**src/rtl/dpg_pkg.sv**
```systemverilog
`timescale 1ns/1ps
package dpg_pkg;
    typedef enum logic {CAR_RISE, CAR_FALL} car_state_t;
    typedef enum logic {LEG_RUN, LEG_HOLD} leg_state_t;
    localparam int GATE_UP  = 2;
    localparam int GATE_MID = 1;
    localparam int GATE_DN  = 0;
    localparam int GATES_PER_LEG = 3;
endpackage

```
**src/rtl/dpg_carrier.sv**
```systemverilog
`timescale 1ns/1ps
module dpg_carrier
    import dpg_pkg::*;
#(
    parameter int CW = 8
) (
    input  logic          clk,
    input  logic          rst_n,
    input  logic [CW-1:0] period_i,
    output logic [CW-1:0] count_o,
    output logic          peak_o
);
    car_state_t    st_q, st_d;
    logic [CW-1:0] cnt_q, cnt_d;

    always_ff @(posedge clk or negedge rst_n) begin
        if (!rst_n) begin
            st_q  <= CAR_RISE;
            cnt_q <= '0;
        end else begin
            st_q  <= st_d;
            cnt_q <= cnt_d;
        end
    end

    always_comb begin
        st_d  = st_q;
        cnt_d = cnt_q;
        unique case (st_q)
            CAR_RISE: begin
                if (cnt_q >= period_i) begin
                    st_d  = CAR_FALL;
                    cnt_d = (cnt_q == '0) ? cnt_q : cnt_q - 1'b1;
                end else begin
                    cnt_d = cnt_q + 1'b1;
                end
            end
            CAR_FALL: begin
                if (cnt_q <= 1) begin
                    st_d  = CAR_RISE;
                    cnt_d = '0;
                end else begin
                    cnt_d = cnt_q - 1'b1;
                end
            end
        endcase
    end

    assign count_o = cnt_q;
    assign peak_o  = (st_q == CAR_RISE) && (cnt_q >= period_i);
endmodule

```
**src/rtl/dpg_leg.sv**
```systemverilog
`timescale 1ns/1ps
module dpg_leg
    import dpg_pkg::*;
#(
    parameter int CW  = 8,
    parameter int DTW = 4
) (
    input  logic                     clk,
    input  logic                     rst_n,
    input  logic [CW-1:0]            carrier_i,
    input  logic                     load_i,
    input  logic [CW-1:0]            ref_up_i,
    input  logic [CW-1:0]            ref_dn_i,
    input  logic [DTW-1:0]           dead_i,
    output logic [GATES_PER_LEG-1:0] gates_o,
    output logic                     viol_o
);
    logic [CW-1:0] up_q, dn_q;
    logic          misorder;

    assign misorder = ref_dn_i > ref_up_i;
    assign viol_o   = load_i && misorder;

    always_ff @(posedge clk or negedge rst_n) begin
        if (!rst_n) begin
            up_q <= '0;
            dn_q <= '0;
        end else if (load_i) begin
            up_q <= ref_up_i;
            dn_q <= misorder ? ref_up_i : ref_dn_i;
        end
    end

    logic [GATES_PER_LEG-1:0] tgt;
    always_comb begin
        tgt[GATE_UP]  = carrier_i < up_q;
        tgt[GATE_DN]  = carrier_i >= dn_q;
        tgt[GATE_MID] = tgt[GATE_UP] ^ tgt[GATE_DN];
    end

    leg_state_t               st_q, st_d;
    logic [GATES_PER_LEG-1:0] on_q, on_d;
    logic [DTW-1:0]           dt_q, dt_d;
    logic                     rising;

    assign rising = |(tgt & ~on_q);

    always_ff @(posedge clk or negedge rst_n) begin
        if (!rst_n) begin
            st_q <= LEG_RUN;
            on_q <= '0;
            dt_q <= '0;
        end else begin
            st_q <= st_d;
            on_q <= on_d;
            dt_q <= dt_d;
        end
    end

    always_comb begin
        st_d = st_q;
        on_d = on_q;
        dt_d = dt_q;
        unique case (st_q)
            LEG_RUN: begin
                if (tgt != on_q) begin
                    if (!rising || dead_i == '0) begin
                        on_d = tgt;
                    end else begin
                        on_d = on_q & tgt;
                        dt_d = dead_i;
                        st_d = LEG_HOLD;
                    end
                end
            end
            LEG_HOLD: begin
                if (dead_i == '0 || dt_q <= 1) begin
                    on_d = tgt;
                    dt_d = '0;
                    st_d = LEG_RUN;
                end else begin
                    on_d = on_q & tgt;
                    dt_d = dt_q - 1'b1;
                end
            end
        endcase
    end

    assign gates_o = on_q;
endmodule

```
**src/rtl/dual_ref_pwm_gen.sv**
```systemverilog
`timescale 1ns/1ps
module dual_ref_pwm_gen
    import dpg_pkg::*;
#(
    parameter int CW   = 8,
    parameter int DTW  = 4,
    parameter int LEGS = 3
) (
    input  logic               clk,
    input  logic               rst_n,
    input  logic [CW-1:0]      period_i,
    input  logic [DTW-1:0]     dead_i,
    input  logic [LEGS*CW-1:0] ref_up_i,
    input  logic [LEGS*CW-1:0] ref_dn_i,
    output logic [CW-1:0]      carrier_o,
    output logic               peak_o,
    output logic [LEGS-1:0]    gate_up_o,
    output logic [LEGS-1:0]    gate_mid_o,
    output logic [LEGS-1:0]    gate_dn_o,
    output logic               order_err_o
);
    logic [CW-1:0]   carrier;
    logic            peak;
    logic [LEGS-1:0] viol;
    logic            err_q;

    dpg_carrier #(.CW(CW)) u_carrier (
        .clk      (clk),
        .rst_n    (rst_n),
        .period_i (period_i),
        .count_o  (carrier),
        .peak_o   (peak)
    );

    for (genvar j = 0; j < LEGS; j++) begin : g_leg
        logic [GATES_PER_LEG-1:0] gates;
        dpg_leg #(.CW(CW), .DTW(DTW)) u_leg (
            .clk       (clk),
            .rst_n     (rst_n),
            .carrier_i (carrier),
            .load_i    (peak),
            .ref_up_i  (ref_up_i[j*CW +: CW]),
            .ref_dn_i  (ref_dn_i[j*CW +: CW]),
            .dead_i    (dead_i),
            .gates_o   (gates),
            .viol_o    (viol[j])
        );
        assign gate_up_o[j]  = gates[GATE_UP];
        assign gate_mid_o[j] = gates[GATE_MID];
        assign gate_dn_o[j]  = gates[GATE_DN];
    end

    always_ff @(posedge clk or negedge rst_n) begin
        if (!rst_n) err_q <= 1'b0;
        else if (|viol) err_q <= 1'b1;
    end

    assign carrier_o   = carrier;
    assign peak_o      = peak;
    assign order_err_o = err_q;
endmodule

```
**config.mk**
```make
export PLATFORM = sky130hd
export DESIGN_NAME = dual_ref_pwm_gen
export DESIGN_NICKNAME = d
export VERILOG_FILES = /design/src/rtl/dpg_pkg.sv /design/src/rtl/dpg_carrier.sv /design/src/rtl/dpg_leg.sv /design/src/rtl/dual_ref_pwm_gen.sv
export SDC_FILE = /design/constraint.sdc
export NUM_CORES = 1
export LEC_CHECK = 0
export ABC_AREA = 1
export CAP_MARGIN = 40
export CORE_MARGIN = 8
export CORE_UTILIZATION = 62
export DETAILED_ROUTE_END_ITERATION = 10
export MAX_ROUTING_LAYER = met4
export PLACE_DENSITY = 0.84
export SLEW_MARGIN = 20
export SYNTH_ARGS = -nofsm -noshare
export SYNTH_HDL_FRONTEND = slang
export SYNTH_SLANG_ARGS = --single-unit
export TNS_END_PERCENT = 10
```
**constraint.sdc**
```tcl
create_clock -name clk -period 4.94 [get_ports clk]
set_input_delay 0.988 -clock clk [delete_from_list [all_inputs] [get_ports clk]]
set_output_delay 0.988 -clock clk [all_outputs]
set_load 0.01 [all_outputs]
```
# Word level (Yosys, flattened, before mapping)
# Index checks and enable logic that the tools add are counted.
# classes
order_cmp	14
bitwise	16
eq_ne	10
n_addsub	5
n_mux	46
reduce_logical	22
# ops
operator	n
8-bit two-way mux	6
4-bit two-way mux	9
8-bit >= comparator	4
3-bit two-way mux	9
8-bit greater-than comparator	3
8-bit less-than comparator	3
4-bit case mux with 2 select lines	3
3-bit bitwise AND	6
3-bit case mux with 2 select lines	3
8-bit case mux with 2 select lines	1
4-bit by 1-bit less-or-equal comparator with 1-bit output (second input constant)	3
3-bit OR reduction	4
4-bit by 1-bit subtractor with 4-bit output (second input constant)	3
1-bit two-way mux	11
3-bit inequality test	3
3-bit NOT	3
8-bit by 1-bit adder with 8-bit output (second input constant)	1
8-bit by 1-bit less-or-equal comparator with 1-bit output (second input constant)	1
8-bit logical NOT	1
1-bit case mux with 2 select lines	4
8-bit by 1-bit subtractor with 8-bit output (second input constant)	1
1-bit logical OR	6
2-bit by 1-bit inequality test with 1-bit output (second input constant)	3
2-bit inequality test (second input constant)	3
7 further kinds	19
# word_totals
elab_cells	131
ff_bits	82
out_inout_bits	19
input_bits	62

# Logic depth before layout (Yosys ltp)
# Gate-level depths: netlist of run 1.
# logic_depth
depth_word	9
ltp_mapped	22
mapped_depth_nobuf	22

# By module
# From an unflattened synthesis of run 1, not the netlist that was laid out.
# unflattened
cells_unflattened	943
hier_area_um2	6904.1
# by_module_without_submodules
mod	area_per_inst_um2	cells_each	seq_area_each_um2	n_inst
dpg_leg at g_leg[0].u_leg ...	1963.1	264	600.6	2
dpg_leg at g_leg[1].u_leg	1926.8	267	600.6	1
dpg_carrier	1014.7	144	225.2	1
dual_ref_pwm_gen	36.3	4	25.0	1

# Least setup slack after synthesis of run 1
# No wires, ideal clock.
# synth_path
kind	input-to-output
startpoint	input port period_i[7]
endpoint	output port peak_o
path_buffers	1
required_ns	3.952
path_slack_ns	1.908
arrival_ns	2.044
cell_stages	8
cell_sequence	inv_1 > ha_1 > a21o_1 > nor2_2 > nand3_2 > nand2_2 > inv_2 > buf_4
# synth_via
elab_chain_len	2
# synth_rtl
element	line_no	text
from (decl)	dual_ref_pwm_gen.sv:11	input logic [CW-1:0] period_i,
8-bit >= comparator	dpg_carrier.sv:50	assign peak_o = (st_q == CAR_RISE) && (cnt_q >= period_i);
1-bit logical AND	dpg_carrier.sv:50	
to (decl)	dual_ref_pwm_gen.sv:16	output logic peak_o,
# No other way between the ends.

# Worst setup path after layout of run 1
# Ends and elaborated chain as after synthesis.

==> flow_summary.yaml, run 1 <==
outcome:
  status: "completed"
cts:
  cts_tree: "built"
  cts_root_buffer: "clkbuf_8"
  clock_latency_ns: 0.37
  clk_path_buf_depth: 2
  clkTransAtPathRegs_ns: 0.08
  numCtsBuffers: 9
  cts-resized-gates: 0
  cts_setup_buffers: 0
  clock_sinks: 82
  h-tree-depth: 3
  hold_buffers: 0
placement:
  portBuffers: 80
  dpl.hpwl_um: 11000
  placed_cell_area_um2: 7540
  routabilityCongestion: 0.845
routing:
  wl_per_cell_um: 12.8
  routed_wl_um: 14300
  ant_nets: 0
  via_count: 5759
  via_per_inst: 5.17
  drcViolationCount: 0
  drt_iter0_markers: 311
  drt_pre_antenna_iters: 5
timing:
  fin_crit_sh: 0.858
  worst_pin_slew_ns: 0.674
  slew_violations: 0
  period_minus_slack_ns: 4.24
  max-slew-margin-rel: 0.550
  final-setup-viol-count: 0
  max_freq_ghz: 0.236
  hold_viol_final: 0
  fin_worst_skew_ns: 0.00617
  setup_tns_ns: 0
  rsz0062_at_grt: "false"
worst_setup_path:
  critPathKind: "in2out"
  r2r_cells: 20
  worstSetupStartpointType: "primary input"
  critical_path_arrival_ns: 3.25
  critPathRequiredTime_ns: 3.95
  critical_path.max_fanout: 27
  cp-end-kind: "output port"
  regToRegEndpoint: "g_leg[2].u_leg.gates_o[1]$_DFFE_PN0P_"
  reg2reg_slack_ns: 1.89
  reg2reg_from: "u_carrier.count_o[0]$_DFFE_PN0P_"
grt:
  grt_max_degree: 74
  grt_use_total: 0.213
  overflow: 0
  grt_pass1_vias: 5699
  antenna_found_initial: 0
  grt_pass1_wl_um: 25000
logic_synthesis:
  syn-num-nets: 1055
  async_flop_share: 1.00
  synthAdderAreaFrac: 0.197
  synth_compound_area_frac: 0.120
  synth_cell_types: 37
  synth_xor_area_frac: 0.0223
  synth_top_area_frac: 0.308
  synth-simple-area-share: 0.238
  syn-instance-count: 888
  synthFlopType: "dfrtp_1"
  yosysMostFrequentCell: "nand2_1"
  synth_seq_cells: 82
  synthesis.area_um2: 6660
  yosys_warnings: 0
  syn_avg_cell_area_um2: 7.50
  synth-edff-count: 0
  synth.largest_area_cell: "dfrtp_1"
  yosys-top-cells-area: "dfrtp_1, ha_1, nand2_1, inv_1, nand3_1"
  ys_top_cells_by_count: "nand2_1, inv_1, ha_1, dfrtp_1, nand3_1"
  yosysSeqAreaShare: 0.308
  synth_top_family_by_area: "simple AND/OR/NAND/NOR gates"
  synth_mux_area_frac: 0
pwr:
  pwr-share-clk: 0.122
  switchingPower_mw: 2.33
  p_per_area_nw_per_um2: 629
  p_int_mw: 2.58
  vdd_ir_drop_max_mv: 0.435
  power.leakage_nw: 4.38
  p_seq_frac: 0.271
  comb_power_share: 0.608
  power.total_mw: 4.91
  p_sw_frac: 0.474
floorplan:
  core_um2: 10700
  die-area_um2: 14300
  die_x_um: 120
  pin_count: 81
  start_util: 0.626
  num_rows: 38
  die_height_um: 120
layout:
  postLayoutCellArea_um2: 7810
  area_growth_pct: 17.2
  antenna_cells: 0
  drive_above_1_share: 0.0637
  fin_nets: 1137
min_path:
  worstHoldPathCells: 2
  hp-start: "g_leg[0].u_leg.dn_q[3]$_DFFE_PN0N_"
  hold_path_end: "g_leg[0].u_leg.dn_q[3]$_DFFE_PN0N_"
  hold_path.class: "reg2reg"
flow_run:
  drv_cap: 0
-- kinds of logic (layout without fill, tap and decap cells) --
logic type      count (synthesis)  in the layout
fa+ha+maj                     105            105
buf+inv                       184            270
simple gates                  372            372
compound gates                128            128
flops                          82             82
xor+xnor                       17             17
-- power groups by stage --
stage	combinational, mW	clock, mW	sequential (mW)
2_1_floorplan	2.28	0	1.26
3_3_place_gp	2.81	0	1.32
3_5_place_dp	2.94	0	1.34
4_1_cts	2.98	0.601	1.32
5_1_grt	3.50	0.627	1.37
6_report	2.99	0.597	1.33
-- cell usage in the layout, fill, tap and decap left out, types with 3 or more instances in the layout --
cell and count:
o21a_1 5, nor2_1 32, clkbuf_8 10, o21ai_2 22, a21o_1 8, nand2_1 251
nand3_1 60, ha_1 105, dfrtp_1 82, a21oi_1 48, xor2_1 14, xnor2_1 3
nand4_1 6, nand2_2 7, clkdlybuf4s50_1 79, o21ai_1 3, inv_1 169, nand4_2 3
o21ai_0 22, nor3_1 3, o22ai_1 15, bufinv_16 3
-- registers in the layout (all words and copies together) (netlist names) --
name	count
g_leg.u_leg.gates_o	9
g_leg.u_leg.up_q	24
u_carrier.count_o	8
u_carrier.st_q	1
order_err_o	1
g_leg.u_leg.st_q	3
g_leg.u_leg.dt_q	12
g_leg.u_leg.dn_q	24
-- final cells by class --
type,count,area (um^2)
Multi-Input combinational cell,622,3840
Fill cell,870,2840
Sequential cell,82,2050
Timing Repair Buffer,83,853
Inverter,172,646
Tap cell,140,175
Clock buffer,11,141
Clock inverter,4,98.8
-- critical path, cell delays in order --
cell and delay (ns):
clkdlybuf4s50_1 0.46, inv_1 0.04, ha_1 0.28, nand2_1 0.07
nor2_1 0.14, nand2_1 0.10, nand3_2 0.13, nand2_2 0.09
inv_2 0.33, clkdlybuf4s50_1 0.62
-- how the worst max path moves through the flow --
stage | from | endpoint | slack, ns
CTS | period_i[7] | peak_o | 0.70
finish | period_i[7] | peak_o | 0.70
global placement | period_i[7] | peak_o | 0.74
global route | period_i[7] | peak_o | 0.54
floorplan | period_i[7] | peak_o | 1.91
detailed placement | period_i[7] | peak_o | 0.72
-- stage by stage --
| step | cells | setup WS (ns) | util | hold slack (ns) |
|---|---|---|---|---|
| after floorplan | 888 | 1.91 | - | 0.449 |
| after global placement | 1097 | 0.742 | 0.706 | 0.462 |
| after detailed placement | 1098 | 0.720 | 0.708 | 0.468 |
| after CTS | 1113 | 0.701 | 0.731 | 0.489 |
| after global routing | 1114 | 0.543 | 0.733 | 0.505 |
| final | 1114 | 0.701 | 0.733 | 0.484 |
-- routing by layer --
layer  wire [um]  vias to the layer above  global-route usage
met5           0                        -                   -
met4         215                        0              0.0718
met3         581                       20              0.0277
met2        6560                      135               0.340
met1        6940                     2608               0.275
li1            -                     2996                   -
Power figures use the tool's default switching activity.
==> run 2: changes to the inputs <==
Settings changed: ABC_CLOCK_PERIOD_IN_PS set to 4940, REMOVE_ABC_BUFFERS set to 1.
==> run 2 against run 1 <==
Net effect:
- global-route usage rose by 0.59 points
- flip-flop and latch count did not move
- critical path type unchanged
- cell count grew 0.18%
- sequential power about the same
- count of clock-buffer cells in the layout is the same
- wire length up 1.2%
- sequential share of layout area is 0.16 points higher
- clock skew grew 0.0063 ns
- via count up 0.80%
- maximum frequency rose by 8.1%
==> flow_summary.yaml, run 2 (synthesized netlist as in run 1, its figures left out) <==
cts:
  clkTransAtPathRegs_ns: 0.08
  hold_buffers: 0
  cts_root_buffer: "clkbuf_8"
  clk_path_buf_depth: 2
  cts_tree: "built"
  numCtsBuffers: 9
  clock_latency_ns: 0.38
  h-tree-depth: 3
  cts_setup_buffers: 0
  cts-resized-gates: 0
  clock_sinks: 82
routing:
  drt_pre_antenna_iters: 4
  drt_iter0_markers: 384
  routed_wl_um: 14500
  wl_per_cell_um: 13.0
  ant_nets: 0
  via_count: 5805
  via_per_inst: 5.20
  drcViolationCount: 0
pwr:
  p_seq_frac: 0.276
  power.leakage_nw: 4.35
  p_per_area_nw_per_um2: 617
  comb_power_share: 0.622
  power.total_mw: 4.79
  pwr-share-clk: 0.102
  switchingPower_mw: 2.33
  vdd_ir_drop_max_mv: 0.380
  p_int_mw: 2.46
  p_sw_frac: 0.486
layout:
  area_growth_pct: 16.5
  final_util: 0.729
  fillCellCount: 848
  layout_commonest_cell: "nand2_1"
  antenna_cells: 0
  fin_nets: 1138
  drive_above_1_share: 0.0645
  reg.largest.list: "g_leg.u_leg.dn_q: 24 flops, g_leg.u_leg.up_q: 24 flops, g_leg.u_leg.dt_q: 12 flops"
  final_cell_mix: "nand2_1, inv_1, ha_1"
worst_setup_path:
  cp_slowest_stage_delay_ns: 0.55
  critPathMostFrequentCell: "nand2_1"
  worstSetupStartpointType: "primary input"
  crit_buf_inv: 5
  critPathKind: "in2out"
  cp-startpoint: "period_i[3]"
  critical_path_arrival_ns: 2.93
  cp-end-kind: "output port"
  critical_path.max_fanout: 5
  path_delay_family: "buffers and inverters"
  critPathRequiredTime_ns: 3.95
  cp_cell_sequence: "clkdlybuf4s50_1 -> inv_1 -> ha_1 -> nand2_1 -> inv_1 -> nand2_1 -> nand2_1 -> nand2_1 -> nand3_2 -> nand2_2 -> inv_2 -> clkdlybuf4s50_1"
  critPathSlowestCell: "clkdlybuf4s50_1"
  reg2reg_from: "u_carrier.count_o[0]$_DFFE_PN0P_"
timing:
  setup_tns_ns: 0
  period_minus_slack_ns: 3.92
  whs_ns: 0.478
  max-slew-margin-rel: 0.535
  final-setup-viol-count: 0
  fin_crit_sh: 0.794
  rsz0062_at_grt: "false"
  slew_violations: 0
  worst_pin_slew_ns: 0.697
  hold_viol_final: 0
  fin_worst_skew_ns: 0.0125
  setup_slack_ns: 1.02
  max_freq_ghz: 0.255
flow_run:
  drv_cap: 0
placement:
  routabilityCongestion: 0.844
  dpl.hpwl_um: 11000
  portBuffers: 80
  pre_cts_slack_ns: 1.04
min_path:
  hp-start: "order_err_o$_DFFE_PN0P_"
  hold_path.class: "reg2reg"
floorplan:
  die_height_um: 120
  core_um2: 10700
  start_util: 0.626
  num_rows: 38
  die-area_um2: 14300
  pin_count: 81
  die_x_um: 120
grt:
  grt_use_total: 0.219
  overflow: 0
  grt_max_degree: 74
  antenna_found_initial: 0
  grt_pass1_vias: 5729
  grt_pass1_wl_um: 25500
outcome:
  status: "completed"
==> run 2: area by class of cell <==
class | instances | area (um^2) | area share
Tap cell | 140 | 175 | 0.0226
Sequential cell | 82 | 2050 | 0.264
Clock inverter | 5 | 55.1 | 0.00709
Inverter | 172 | 646 | 0.0831
Clock buffer | 11 | 131 | 0.0169
Timing Repair Buffer | 84 | 861 | 0.111
Multi-Input combinational cell | 622 | 3840 | 0.495
==> run 2: power groups by stage <==
stage,sequential [mW],clock [mW],combinational [mW]
after global placement,1.33,0,2.85
after global routing,1.37,0.523,3.50
after detailed placement,1.33,0,2.97
after CTS,1.32,0.494,2.99
after floorplan,1.27,0,2.21
final,1.32,0.487,2.98
==> run 2: stage by stage <==
step,instances,instance area (um^2)
6_report,1116,7760
2_1_floorplan,876,6540
3_5_place_dp,1099,7560
5_1_grt,1116,7760
3_3_place_gp,1098,7530
4_1_cts,1115,7740
==> run 2: worst reg2reg max path, delay by kind of cell, from the launching register on <==
kind	cells	cell delay, ns
AOI/OAI and AO/OA	2	0.39
adders and majority gates	2	0.56
buffers and inverters	4	0.61
DFF	1	0.48
and+or+nand+nor	12	0.99
==> run 2: worst paths after layout <==
kind,slack (ns),depth (start not counted),end
worst max-delay path,1.02,12,peak_o
worst min-delay path,0.48,2,order_err_o$_DFFE_PN0P_
worst max register to register,1.84,20,g_leg[2].u_leg.gates_o[1]$_DFFE_PN0P_
worst min register to register,0.48,2,order_err_o$_DFFE_PN0P_
max in group asynchronous,3.80,2,g_leg[2].u_leg.dn_q[4]$_DFFE_PN0N_
min in group asynchronous,0.53,1,g_leg[1].u_leg.dt_q[3]$_DFFE_PN0P_
==> run 2: per-layer routing <==
layer  vias to the layer above  track usage  routed length (um)
met4                         0       0.0906                 320
li1                       3001            -                   -
met1                      2652        0.259                6390
met5                         -            -                   0
met3                        25       0.0249                 565
met2                       127        0.373                7190
==> run 3: changes to the inputs <==
Settings changed: ABC_CLOCK_PERIOD_IN_PS 4940 to 3510, CORE_UTILIZATION 62 to 52, PLACE_DENSITY 0.84 to 0.74.
Clock period 4.94 ns to 3.51 ns, I/O delays scaled along.
==> run 3 against run 2 <==
Net effect:
- global-route usage is 1.9 points lower
- critical path depth is 2 lower
- register-to-register slack worse by 1.3 ns
- total power is 47% higher
- largest power group unchanged
==> flow_summary.yaml, run 3 (synthesized netlist as in run 1, its figures left out) <==
routing:
  routed_wl_um: 15200
  wl_per_cell_um: 13.2
  drt_iter0_markers: 315
  via_count: 5768
  ant_nets: 0
  drcViolationCount: 0
  via_per_inst: 4.99
  drt_pre_antenna_iters: 5
timing:
  max-slew-margin-rel: 0.578
  setup_tns_ns: 0
  final-setup-viol-count: 0
  rsz0062_at_grt: "false"
  fin_crit_sh: 0.972
  period_minus_slack_ns: 3.41
  slew_violations: 0
  hold_viol_final: 0
  fin_worst_skew_ns: 0.00726
  max_freq_ghz: 0.293
  whs_ns: 0.378
  worst_pin_slew_ns: 0.634
worst_setup_path:
  critPathRequiredTime_ns: 2.81
  critical_path_arrival_ns: 2.71
  worstSetupStartpointType: "primary input"
  cp_cell_sequence: "clkdlybuf4s50_1 -> inv_1 -> ha_1 -> nand2_1 -> nor2_2 -> nand2_1 -> nand3_2 -> nand2_2 -> inv_2 -> clkdlybuf4s50_1"
  cp-end-kind: "output port"
  cp_slowest_stage_delay_ns: 0.54
  critPathKind: "in2out"
  critical_path.max_fanout: 5
  critPathSlowestCell: "clkdlybuf4s50_1"
floorplan:
  start_util: 0.530
  die_x_um: 129
  die_height_um: 129
  pin_count: 81
  num_rows: 41
  core_um2: 12600
  die-area_um2: 16700
cts:
  clk_path_buf_depth: 2
  cts_root_buffer: "clkbuf_16"
  numCtsBuffers: 9
  h-tree-depth: 3
  clkTransAtPathRegs_ns: 0.06
  cts_tree: "built"
  hold_buffers: 0
  clock_sinks: 82
  clock_latency_ns: 0.34
layout:
  area_growth_pct: 19.2
  antenna_cells: 0
  drive_above_1_share: 0.0731
  reg.largest.list: "g_leg.u_leg.dn_q: 24 flops, g_leg.u_leg.up_q: 24 flops, g_leg.u_leg.dt_q: 12 flops"
  fin_nets: 1147
  layout_commonest_cell: "nand2_1"
  postLayoutCellArea_um2: 7940
  final_cell_mix: "nand2_1, inv_1, ha_1"
  final_util: 0.632
placement:
  portBuffers: 80
  dpl.hpwl_um: 11700
  routabilityCongestion: 0.840
  placed_cell_area_um2: 7650
grt:
  grt_use_total: 0.200
  overflow: 0
  grt_max_degree: 74
  grt_pass1_wl_um: 26300
  grt_pass1_vias: 5629
  antenna_found_initial: 0
pwr:
  power.total_mw: 7.02
  vdd_ir_drop_max_mv: 0.325
  p_per_area_nw_per_um2: 885
  power.leakage_nw: 4.44
min_path:
  hold_path.class: "in2async"
outcome:
  status: "completed"
flow_run:
  drv_cap: 0
run 3: cell count changes in the layout (fill, tap and decap cells not counted), sizes merged:
cell,before,now
buf,5,14
clkbuf,11,13
clkinvlp,2,0
clkinv,3,4
bufinv,1,0
run 3: per-stage QoR:
step,cells,setup WS [ns]
after CTS,1156,0.0619
after detailed placement,1140,0.0884
after global routing,1157,0.00158
after floorplan,876,0.0855
after global placement,1140,0.131
final,1157,0.0967
run 3: worst paths after layout:
path | cells after the start | end | slack [ns] | start
hold / removal | 1 | g_leg[1].u_leg.dt_q[0]$_DFFE_PN0P_ | 0.38 | rst_n
setup / recovery | 10 | peak_o | 0.1 | period_i[7]
setup reg to reg | 20 | g_leg[2].u_leg.gates_o[1]$_DFFE_PN0P_ | 0.57 | u_carrier.count_o[0]$_DFFE_PN0P_
min in group clk | 2 | g_leg[1].u_leg.dn_q[4]$_DFFE_PN0N_ | 0.48 | g_leg[1].u_leg.dn_q[4]$_DFFE_PN0N_
max in group asynchronous | 2 | g_leg[2].u_leg.up_q[6]$_DFFE_PN0N_ | 2.41 | rst_n
hold reg to reg | 2 | g_leg[1].u_leg.dn_q[4]$_DFFE_PN0N_ | 0.48 | g_leg[1].u_leg.dn_q[4]$_DFFE_PN0N_
run 3: critical path: cells and delay by family:
family                     cells  cell delay (ns)
adders and majority gates      1             0.29
and+or+nand+nor                5             0.59
buffers and inverters          4             1.14
run 3: timing repair:
item | CTS | global route
gates resized for setup | 0 | 1
buffers inserted | 0 | 0
endpoints found under the setup margin | 0 | 1
run 3: final cells by class:
type                       count  area, um^2
fill                        1150        4630
tap                          172         215
inverter                     172         646
clock buffer                  13         250
clock inverter                 3        15.0
timing repair buffer          93         916
multi-input combinational    622        3850
sequential                    82        2050
run 3: routing by layer:
| layer | share of wire | track usage | up-vias |
|---|---|---|---|
| met5 | 0 | - | - |
| met4 | 0.014 | 0.0698 | 0 |
| met3 | 0.037 | 0.0304 | 14 |
| met2 | 0.49 | 0.328 | 99 |
| met1 | 0.46 | 0.248 | 2634 |
| li1 | - | - | 3021 |
run 3: power breakdown:
group	leakage, nW	internal, mW	switching, mW	total [mW]
combinational	3.29	1.78	2.58	4.35
sequential	1.01	1.42	0.378	1.80
clock	0.133	0.496	0.376	0.872
